File: src/rtl/prr_pkg.sv
package prr_pkg;
    typedef enum logic [1:0] {
        ST_RESET  = 2'd0,
        ST_STOP   = 2'd1,
        ST_RECORD = 2'd2
    } rec_state_e;
endpackage

File: src/rtl/prr_ctrl.sv
// Recording state machine and the active allocation registers.
module prr_ctrl
    import prr_pkg::*;
#(
    parameter int PAGE_W = 21,
    localparam int CNT_W = PAGE_W + 1
) (
    input  logic              clk,
    input  logic              rst_n,
    input  logic [PAGE_W-1:0] alloc_start_i,
    input  logic [CNT_W-1:0]  alloc_count_i,
    input  logic              rec_en_i,
    output logic [PAGE_W-1:0] start_o,
    output logic [CNT_W-1:0]  size_o,
    output logic              reload_o,
    output logic              recording_o
);
    typedef struct packed {
        rec_state_e        state;
        logic [PAGE_W-1:0] start;
        logic [CNT_W-1:0]  size;
    } ctrl_t;

    ctrl_t ctrl_d, ctrl_q;
    logic  reload_d;

    always_comb begin
        ctrl_d   = ctrl_q;
        reload_d = 1'b0;
        case (ctrl_q.state)
            ST_RESET: ctrl_d.state = ST_STOP;
            ST_STOP: begin
                // Pick up a new allocation only while stopped.
                if (alloc_start_i != ctrl_q.start || alloc_count_i != ctrl_q.size) begin
                    reload_d     = 1'b1;
                    ctrl_d.start = alloc_start_i;
                    ctrl_d.size  = alloc_count_i;
                end
                if (rec_en_i && alloc_count_i != '0) begin
                    ctrl_d.state = ST_RECORD;
                end
            end
            ST_RECORD: begin
                if (!rec_en_i) begin
                    ctrl_d.state = ST_STOP;
                end
            end
            default: ctrl_d.state = ST_STOP;
        endcase
    end

    always_ff @(posedge clk) begin
        if (!rst_n) begin
            ctrl_q <= '{state: ST_RESET, start: '0, size: '0};
        end else begin
            ctrl_q <= ctrl_d;
        end
    end

    assign start_o     = ctrl_q.start;
    assign size_o      = ctrl_q.size;
    assign reload_o    = reload_d;
    assign recording_o = (ctrl_q.state == ST_RECORD);
endmodule

File: src/rtl/prr_ring_ptr.sv
// Slot offset inside the region, wrapping after size slots.
module prr_ring_ptr #(
    parameter int PAGE_W = 21,
    localparam int CNT_W = PAGE_W + 1
) (
    input  logic              clk,
    input  logic              rst_n,
    input  logic              clear_i,
    input  logic              step_i,
    input  logic [CNT_W-1:0]  size_i,
    output logic [PAGE_W-1:0] offset_o
);
    typedef struct packed {
        logic [PAGE_W-1:0] offset;
    } ptr_t;

    ptr_t ptr_d, ptr_q;
    logic [CNT_W-1:0] inc;

    always_comb begin
        ptr_d = ptr_q;
        inc   = {1'b0, ptr_q.offset} + CNT_W'(1);
        if (clear_i) begin
            ptr_d.offset = '0;
        end else if (step_i) begin
            ptr_d.offset = (inc >= size_i) ? '0 : inc[PAGE_W-1:0];
        end
    end

    always_ff @(posedge clk) begin
        if (!rst_n) begin
            ptr_q <= '0;
        end else begin
            ptr_q <= ptr_d;
        end
    end

    assign offset_o = ptr_q.offset;
endmodule

File: src/rtl/prr_fresh_cnt.sv
// Saturating count of fresh pages held in the region.
module prr_fresh_cnt #(
    parameter int PAGE_W = 21,
    localparam int CNT_W = PAGE_W + 1
) (
    input  logic             clk,
    input  logic             rst_n,
    input  logic             clear_i,
    input  logic             step_i,
    input  logic [CNT_W-1:0] size_i,
    output logic [CNT_W-1:0] count_o,
    output logic             full_o
);
    typedef struct packed {
        logic [CNT_W-1:0] count;
    } cnt_t;

    cnt_t cnt_d, cnt_q;

    always_comb begin
        cnt_d = cnt_q;
        if (clear_i) begin
            cnt_d.count = '0;
        end else if (step_i && cnt_q.count < size_i) begin
            cnt_d.count = cnt_q.count + CNT_W'(1);
        end
    end

    always_ff @(posedge clk) begin
        if (!rst_n) begin
            cnt_q <= '0;
        end else begin
            cnt_q <= cnt_d;
        end
    end

    assign count_o = cnt_q.count;
    assign full_o  = (size_i != '0) && (cnt_q.count == size_i);
endmodule

File: src/rtl/prr_page_map.sv
// Absolute page = first page + offset, modulo the memory size.
module prr_page_map #(
    parameter int PAGE_W    = 21,
    parameter int MEM_PAGES = 2 ** PAGE_W,
    localparam int CNT_W = PAGE_W + 1
) (
    input  logic [PAGE_W-1:0] start_i,
    input  logic [PAGE_W-1:0] offset_i,
    output logic [PAGE_W-1:0] page_o
);
    localparam logic [CNT_W-1:0] MEM_L = CNT_W'(MEM_PAGES);

    logic [CNT_W-1:0] sum;
    logic [CNT_W-1:0] wrapped;

    always_comb begin
        sum     = {1'b0, start_i} + {1'b0, offset_i};
        wrapped = (sum >= MEM_L) ? (sum - MEM_L) : sum;
        page_o  = wrapped[PAGE_W-1:0];
    end
endmodule

File: src/rtl/page_ring_recorder.sv
module page_ring_recorder
    import prr_pkg::*;
#(
    parameter int PAGE_W    = 21,
    parameter int SEQ_W     = 64,
    parameter int MEM_PAGES = 2 ** PAGE_W,
    localparam int CNT_W = PAGE_W + 1
) (
    input  logic              clk,
    input  logic              rst_n,
    input  logic [PAGE_W-1:0] alloc_start_i,
    input  logic [CNT_W-1:0]  alloc_count_i,
    input  logic              rec_en_i,
    input  logic              page_done_i,
    input  logic [SEQ_W-1:0]  page_seq_i,
    output logic [PAGE_W-1:0] wr_page_o,
    output logic              recording_o,
    output logic [PAGE_W-1:0] last_page_o,
    output logic [SEQ_W-1:0]  last_seq_o,
    output logic [CNT_W-1:0]  fresh_pages_o,
    output logic              full_o
);
    logic [PAGE_W-1:0] start_w;
    logic [CNT_W-1:0]  size_w;
    logic              reload_w;
    logic              rec_w;
    logic [PAGE_W-1:0] offset_w;
    logic [PAGE_W-1:0] page_w;
    logic              accept_w;

    prr_ctrl #(.PAGE_W(PAGE_W)) u_ctrl (
        .clk          (clk),
        .rst_n        (rst_n),
        .alloc_start_i(alloc_start_i),
        .alloc_count_i(alloc_count_i),
        .rec_en_i     (rec_en_i),
        .start_o      (start_w),
        .size_o       (size_w),
        .reload_o     (reload_w),
        .recording_o  (rec_w)
    );

    assign accept_w = rec_w && page_done_i;

    prr_ring_ptr #(.PAGE_W(PAGE_W)) u_ptr (
        .clk     (clk),
        .rst_n   (rst_n),
        .clear_i (reload_w),
        .step_i  (accept_w),
        .size_i  (size_w),
        .offset_o(offset_w)
    );

    prr_fresh_cnt #(.PAGE_W(PAGE_W)) u_cnt (
        .clk    (clk),
        .rst_n  (rst_n),
        .clear_i(reload_w),
        .step_i (accept_w),
        .size_i (size_w),
        .count_o(fresh_pages_o),
        .full_o (full_o)
    );

    prr_page_map #(.PAGE_W(PAGE_W), .MEM_PAGES(MEM_PAGES)) u_map (
        .start_i (start_w),
        .offset_i(offset_w),
        .page_o  (page_w)
    );

    typedef struct packed {
        logic [PAGE_W-1:0] page;
        logic [SEQ_W-1:0]  seq;
    } last_t;

    last_t last_d, last_q;

    always_comb begin
        last_d = last_q;
        if (accept_w) begin
            last_d.page = page_w;
            last_d.seq  = page_seq_i;
        end
    end

    always_ff @(posedge clk) begin
        if (!rst_n) begin
            last_q <= '0;
        end else begin
            last_q <= last_d;
        end
    end

    assign wr_page_o   = page_w;
    assign recording_o = rec_w;
    assign last_page_o = last_q.page;
    assign last_seq_o  = last_q.seq;
endmodule

File: config.mk
export PLATFORM = sky130hd
export DESIGN_NAME = page_ring_recorder
export DESIGN_NICKNAME = d
export VERILOG_FILES = /design/src/rtl/prr_pkg.sv /design/src/rtl/prr_ctrl.sv /design/src/rtl/prr_ring_ptr.sv /design/src/rtl/prr_fresh_cnt.sv /design/src/rtl/prr_page_map.sv /design/src/rtl/page_ring_recorder.sv
export SDC_FILE = /design/constraint.sdc
export NUM_CORES = 1
export LEC_CHECK = 0
export ABC_AREA = 1
export BUFFER_PORTS_ARGS = -buffer_cell sky130_fd_sc_hd__buf_2
export CAP_MARGIN = 10
export CELL_PAD_IN_SITES_DETAIL_PLACEMENT = 1
export CELL_PAD_IN_SITES_GLOBAL_PLACEMENT = 1
export CORE_ASPECT_RATIO = 0.5
export CORE_MARGIN = 10
export CORE_UTILIZATION = 39
export CTS_CLUSTER_SIZE = 20
export DETAILED_ROUTE_END_ITERATION = 8
export GPL_ROUTABILITY_DRIVEN = 1
export PLACE_DENSITY = 0.89
export SLEW_MARGIN = 20
export SYNTH_ARGS = -nofsm -noshare
export SYNTH_HDL_FRONTEND = slang
export SYNTH_HIERARCHICAL = 1
export SYNTH_SLANG_ARGS = --single-unit
File: constraint.sdc
create_clock -name clk -period 3.2 [get_ports clk]
set_input_delay 0.16 -clock clk [delete_from_list [all_inputs] [get_ports clk]]
set_output_delay 0.16 -clock clk [all_outputs]
set_load 0.02 [all_outputs]
Word-level counts from Yosys, hierarchy flattened
Index checks and enable logic that the tools add are counted.

storage, ports and cells
  input port bits = 111
  word-level logic and storage cells = 39
  output and inout port bits = 130
  flip-flop bits (word level) = 173

cells by class
  equal/unequal tests = 7
  add/sub/neg operators = 4
  bitwise gates (word level) = 1
  mux-type cells = 7
  reduce and logical (&&, ||, !) cells = 10
  magnitude comparators = 3

operators with widths
  kind                                                                     number
  22-bit nonzero test                                                      2
  21-bit 2-to-1 mux                                                        2
  21-bit by 1-bit adder with 22-bit output, second input constant          1
  21-bit by 21-bit adder with 22-bit output                                1
  22-bit by 1-bit adder with 22-bit output, second input constant          1
  22-bit equality test                                                     1
  22-bit greater-or-equal comparator                                       1
  22-bit greater-or-equal comparator, second input constant                1
  22-bit < comparator                                                      1
  22-bit inequality test                                                   1
  21-bit inequality test                                                   1
  21-bit by 1-bit subtractor with 21-bit output, second input constant     1
  1-bit logical AND                                                        4
  2-bit 2-to-1 mux                                                         2
  2-bit case mux with 2 select lines                                       1
  2-bit AND reduction                                                      2
  2-bit by 1-bit equality test with 1-bit output, second input constant    1
  2-bit equality test, second input constant                               1
  1-bit 2-to-1 mux                                                         2
  2-bit by 1-bit inequality test with 1-bit output, second input constant  1
  2-bit inequality test, second input constant                             1
  2-bit OR reduction                                                       1
  1-bit logical OR                                                         1
  1-bit NOT                                                                1

Longest topological paths before layout
  depth after elaboration = 5
  gate-level depth with buffers = 20
  gate-level depth less buffers = 20

Modules after synthesis
Netlist, hierarchy kept.

by module, submodules not included
  module              cells each  times used  sequential area each (µm²)  area each (µm²)
  page_ring_recorder  539         1           1701.6                      3444.6
  prr_ctrl            482         1           900.9                       3007.9
  prr_fresh_cnt       356         1           440.4                       2103.3
  prr_ring_ptr        311         1           420.4                       2065.7
  prr_page_map        260         1           0.0                         1370.1

Worst setup path before layout
OpenSTA, ideal clock, no wires.

  path kind = register to register
  from = reg u_ptr.ptr_q, in the netlist u_ptr/offset_o[0]
  to = reg u_ptr.ptr_q, in the netlist u_ptr/offset_o[15]
  arrival = 2.403 ns
  data required time = 3.066 ns
  stages on the path, launching flop included = 18
  slack = 0.663 ns
  period minus slack after synthesis = 2.537 ns
  library setup time = 0.134 ns
  buffers on the path = 1
  cell sequence = dfxtp_1 -> ha_1 -> nand2_2 -> nor2_4 -> nand2_4 -> nor2_8 -> nand2_1 -> nand2_1 -> nand2_2 -> ha_1 -> nand2_1 -> nor2_1 -> nand2_1 -> nor2_1 -> a21oi_4 -> buf_6 -> nand3_1 -> a21oi_1

on the way
  longest elaborated chain between the ends = 3

RTL lines
  what                                          line                source
  start, declared                               prr_ring_ptr.sv:17  ptr_t ptr_d, ptr_q;
  start signal, assigned                        prr_ring_ptr.sv:34  ptr_q <= ptr_d;
  21-bit by 1-bit adder with 22-bit output (*)  prr_ring_ptr.sv:22  inc = {1'b0, ptr_q.offset} + CNT_W'(1);
  22-bit greater-or-equal comparator            prr_ring_ptr.sv:26  ptr_d.offset = (inc >= size_i) ? '0 : inc[PAGE_W-1:0];
  21-bit 2-to-1 mux (*)                         prr_ring_ptr.sv:26

Mark *: on every way between the ends. The rest lies on a longest branch, timed or not.
A chain may end at the register's enable or synchronous reset.

Final worst setup path
  from = reg u_ptr.ptr_q, in the netlist u_ptr/offset_o[0]
  to = reg u_ptr.ptr_q, in the netlist u_ptr/offset_o[17]

The elaborated chain is that of the path after synthesis.

==> results <==
- Among the stages of the critical path, the cell type that occurs most often is sky130_fd_sc_hd__nand2_1.
- Each instance of the synthesized netlist takes up on average 6.16 um2.
- TritonCTS created 17 clock buffers.
- The initial antenna violation count is 5.
- The cell family contributing the most delay on the critical path is simple AND/OR/NAND/NOR gates.
- After detailed routing, the average wire length per cell comes to 16.6 um.
- The post-route clock period utilization is 0.923.
- The tree is rooted in a sky130_fd_sc_hd__clkbuf_16.
- The worst hold path terminates at u_ctrl/start_o[4]$_SDFFE_PN0P_.
- The largest net degree at the start of global routing is 97.
- The post-synthesis instance area is 12000 um2.
- In this run the most critical hold path is launched from alloc_start_i[4].
- The path category of the worst min-delay check is in -> reg.
- Across every metal layer, demand over resource in global routing totals 0.222.
- The maximum vdd drop is 0.379 mV.
- The overall routed net length is 43100 um.
- The number of antenna-violating nets in the routed design is 0.
- The arrival time at the worst endpoint is 3.28 ns.
- Port buffering added 240 buffers.
- The register clock-pin slew on the reported worst setup and hold paths is 0.08 ns.
- The power density over cell area is 385 nW/um2.
- In the synthesized netlist the dominant register cell turns out to be sky130_fd_sc_hd__dfxtp_1.
- By startpoint and endpoint, the worst setup path is classified as reg -> reg.
- The flow ran to the end, and the final reports show no timing, DRC or antenna violations.
- The startpoint identified for the worst register-to-register timing path is u_ptr/offset_o[0]$_SDFFE_PP0P_.
- The finished cells cover 14400 um2.
- The number of standard cells after synthesis is 1948.
- The total negative slack is 0 ns.
- The leakage power is 0.00791 uW.
- Of all flip-flops after synthesis, the portion carrying an async set or reset was 0.
- For flop-to-flop paths, the worst setup slack is 0.25 ns.
- The maximum fanout count along the critical path is 20.
- The setup slack after placement is -0.00482 ns.
- The detailed-route via count is 12500.
- The final weighted congestion in routability-driven placement is 0.871.
- Counting every net in the synthesized netlist gives 2126.
- The die is 144 um tall.
- The length in cells of the worst reg-to-reg path is 19.
- The library cell used most frequently in the layout, excluding fill and tap cells, is sky130_fd_sc_hd__nand2_1.
- Compared with the post-synthesis result, the final layout area differs by 20.2%.
- The remaining global-route overflow is 0.
- The source-to-sink clock delay at the later pin of the worst-skew pair is 0.47 ns.
- Setup repair after global routing left no endpoint under its margin.
- The top cell types in the final layout, fill and taps aside, are sky130_fd_sc_hd__nand2_1 (592), sky130_fd_sc_hd__nor2_1 (350), sky130_fd_sc_hd__inv_1 (304).
- The first global-routing pass estimated 68500 um of wire.
- The final worst setup slack is 0.247 ns.
- The number of global-route vias before repair came to 13300.
- The first routing iteration left 682 violations.
- The critical path contains buffers and inverters numbering 2 combined.
- The final net count is 2358.
- The worst register-to-register path ends at u_ptr/offset_o[17]$_SDFFE_PP0P_.
- The synthesized flop and latch total is 173.
- In this run the deepest clock path goes through 2 buffers.
- In this run the worst setup path begins at u_ptr/offset_o[0]$_SDFFE_PP0P_.
- Setup violations remaining at the end of the flow were counted as 0.
- Detailed placement ended at an HPWL of 30000 um.
- Data on the critical path is required at its endpoint by 3.53 ns.
- STA classifies the critical path startpoint as a flip-flop.
- The chip width is 268 um.
- The initialized floorplan defines 45 standard-cell rows.
- The total die area is 38600 um2.
- The number of filler cells placed in the layout is 4182.
- The share of the yosys chip area belonging to registers is 0.289.
- The clock period could shrink to 2.95 ns.
- The worst-case hold slack is 0.0346 ns.
- For the pin with the worst max-slew slack, the measured transition is 0.952 ns.
- The Yosys step of the flow raised 6 warnings.
- Counting instances, the worst hold path has a depth of 5.
- In the final layout, the share of cells above drive strength 1 is 0.166.
- 241 I/O pins were placed.
- The TritonCTS clock tree is yes.
- The final count of hold timing violations is 0.
- On the final layout, the worst clock skew is 0.0104 ns.
- The count of flip-flops with a built-in enable after synthesis is 0.
- The type of destination of the critical path is a flip-flop.
- The remaining routing DRC violations is 0.
- For this configuration, the core starts out at a cell density of 0.396.
- The post-placement cell area is 13100 um2.
- The stage delay of the slowest cell on the critical path is 0.45 ns.
- The max-cap violation count is 0.
- Summing all multi-input logic gate instances after layout gives 6730 um2.
- The total clock sinks is 173.
- The number of pins exceeding their max-slew limit in the final report came to 0.
- The design draws 5550 uW.
- Summing all flip-flop and latch instances after layout gives 3470 um2.
- Headroom to the max-slew limit came out at 0.365.
- The first detailed-routing pass took 5 iterations.
- The highest clock rate is 0.339 GHz.
- The total number of H-tree levels is 4.
- Traced cell by cell, the critical path runs through ha_1 -> nand2_2 -> nor2_4 -> nand2_4 -> nor2_8 -> nand2_1 -> nand2_1 -> nand2_2 -> ha_1 -> nand2_1 -> nor2_1 -> nand2_1 -> inv_1 -> nand2_1 -> buf_4 -> nand3_1 -> nor2_1 -> nor2_1 -> nor2_1.
- The placeable core region is 30300 um2.
- After synthesis, the netlist uses 37 different library cells.
- For this design, the slowest cell found on the critical path is sky130_fd_sc_hd__dfxtp_2.
- The post-detailed-route via-to-cell ratio is 4.82.
## metrics by stage
| step | util | cells |
|---|---|---|
| 6_report | 0.476 | 2597 |
| 5_1_grt | 0.476 | 2595 |
| 4_1_cts | 0.475 | 2592 |
| 3_5_place_dp | 0.434 | 2494 |
| 3_3_place_gp | 0.434 | 2494 |
| 2_1_floorplan | - | 1948 |
## cell usage after synthesis, types with 2 or more instances
master | count | area [um2]
sky130_fd_sc_hd__nor2_4 | 8 | 90.1
sky130_fd_sc_hd__a21o_1 | 3 | 22.5
sky130_fd_sc_hd__nand3_1 | 92 | 460
sky130_fd_sc_hd__buf_6 | 8 | 90.1
sky130_fd_sc_hd__dfxtp_1 | 173 | 3460
sky130_fd_sc_hd__nand2_2 | 22 | 138
sky130_fd_sc_hd__inv_1 | 304 | 1140
sky130_fd_sc_hd__a21oi_1 | 84 | 420
sky130_fd_sc_hd__nand3_2 | 19 | 190
sky130_fd_sc_hd__nor2_2 | 10 | 62.6
sky130_fd_sc_hd__buf_2 | 30 | 150
sky130_fd_sc_hd__nor3_2 | 2 | 20.0
sky130_fd_sc_hd__nand4_1 | 16 | 100
sky130_fd_sc_hd__buf_4 | 46 | 345
sky130_fd_sc_hd__nor4_1 | 7 | 43.8
sky130_fd_sc_hd__clkbuf_1 | 18 | 67.6
sky130_fd_sc_hd__ha_1 | 66 | 826
sky130_fd_sc_hd__nand3b_1 | 2 | 15.0
sky130_fd_sc_hd__nand2_1 | 593 | 2230
sky130_fd_sc_hd__nor2_1 | 351 | 1320
sky130_fd_sc_hd__xnor2_1 | 28 | 245
sky130_fd_sc_hd__inv_2 | 5 | 18.8
sky130_fd_sc_hd__and2_4 | 2 | 17.5
sky130_fd_sc_hd__o21bai_1 | 4 | 30.0
sky130_fd_sc_hd__nor3_1 | 9 | 45.0
sky130_fd_sc_hd__a21oi_2 | 2 | 17.5
sky130_fd_sc_hd__xor2_1 | 33 | 289
sky130_fd_sc_hd__buf_1 | 2 | 7.51
## layout make-up
| class | instances | area share |
|---|---|---|
| Clock inverter | 14 | 0.0106 |
| Inverter | 309 | 0.0804 |
| Timing Repair Buffer | 317 | 0.136 |
| Multi-Input combinational cell | 1362 | 0.467 |
| Antenna cell | 5 | 0.000868 |
| Clock buffer | 18 | 0.0305 |
| Tap cell | 399 | 0.0346 |
| Sequential cell | 173 | 0.240 |
## logic make-up (layout without fill, tap and decap cells)
family / after synthesis / after routing / share of synthesized area
simple gates: 1135 / 1135 / 0.397
compound gates: 97 / 97 / 0.0439
buf+inv: 413 / 658 / 0.152
flops: 173 / 173 / 0.289
fa+ha+maj: 67 / 67 / 0.0705
xor+xnor: 63 / 63 / 0.0482
other cells: 0 / 5 / 0
## worst min-delay path, cell delays in order
cell	delay, ns
sky130_fd_sc_hd__buf_2	0.11
sky130_fd_sc_hd__inv_1	0.05
sky130_fd_sc_hd__nand3_1	0.06
sky130_fd_sc_hd__nand2_1	0.06
sky130_fd_sc_hd__nor2_1	0.03
## worst max-delay path by stage
stage / depth (start not counted) / slack, ns / to
after floorplan: 17 / 0.66 / u_ptr/offset_o[15]$_SDFFE_PP0P_
after global placement: 16 / 0.19 / u_ptr/offset_o[18]$_SDFFE_PP0P_
after detailed placement: 16 / -0.005 / u_ptr/offset_o[3]$_SDFFE_PP0P_
after CTS: 17 / 0.12 / u_ptr/offset_o[3]$_SDFFE_PP0P_
after global routing: 19 / 0.02 / u_ptr/offset_o[17]$_SDFFE_PP0P_
final: 19 / 0.25 / u_ptr/offset_o[17]$_SDFFE_PP0P_
## sequential cells by signal (all words and copies together) (netlist names)
name and count:
last_seq_o 64, u_ptr/offset_o 21, u_ctrl/start_o 21, last_page_o 21, u_ctrl/size_o 22, u_ctrl/ctrl_q 2
u_cnt/count_o 22
## per-layer routing
metal,share of wire,wire [um],track usage
met1,0.41,17800,0.243
met2,0.51,21900,0.408
met3,0.041,1750,0.0469
met4,0.039,1690,0.104
met5,0.00058,25,0
## timing repair
item	CTS	global route
endpoints found under the setup margin	13	20
endpoints found under the hold margin	66	0
gates cloned	0	0
gates resized for setup	0	2
hold buffers	65	0
buffers inserted	1	0
## report_power, final
group | internal, uW | total, uW | leakage (uW) | switching [uW]
Sequential | 2240 | 2360 | 0.00141 | 120
Clock | 1130 | 2180 | 0.000287 | 1060
Combinational | 389 | 1010 | 0.00621 | 618
No activity file was read; power rests on OpenSTA's default activity.
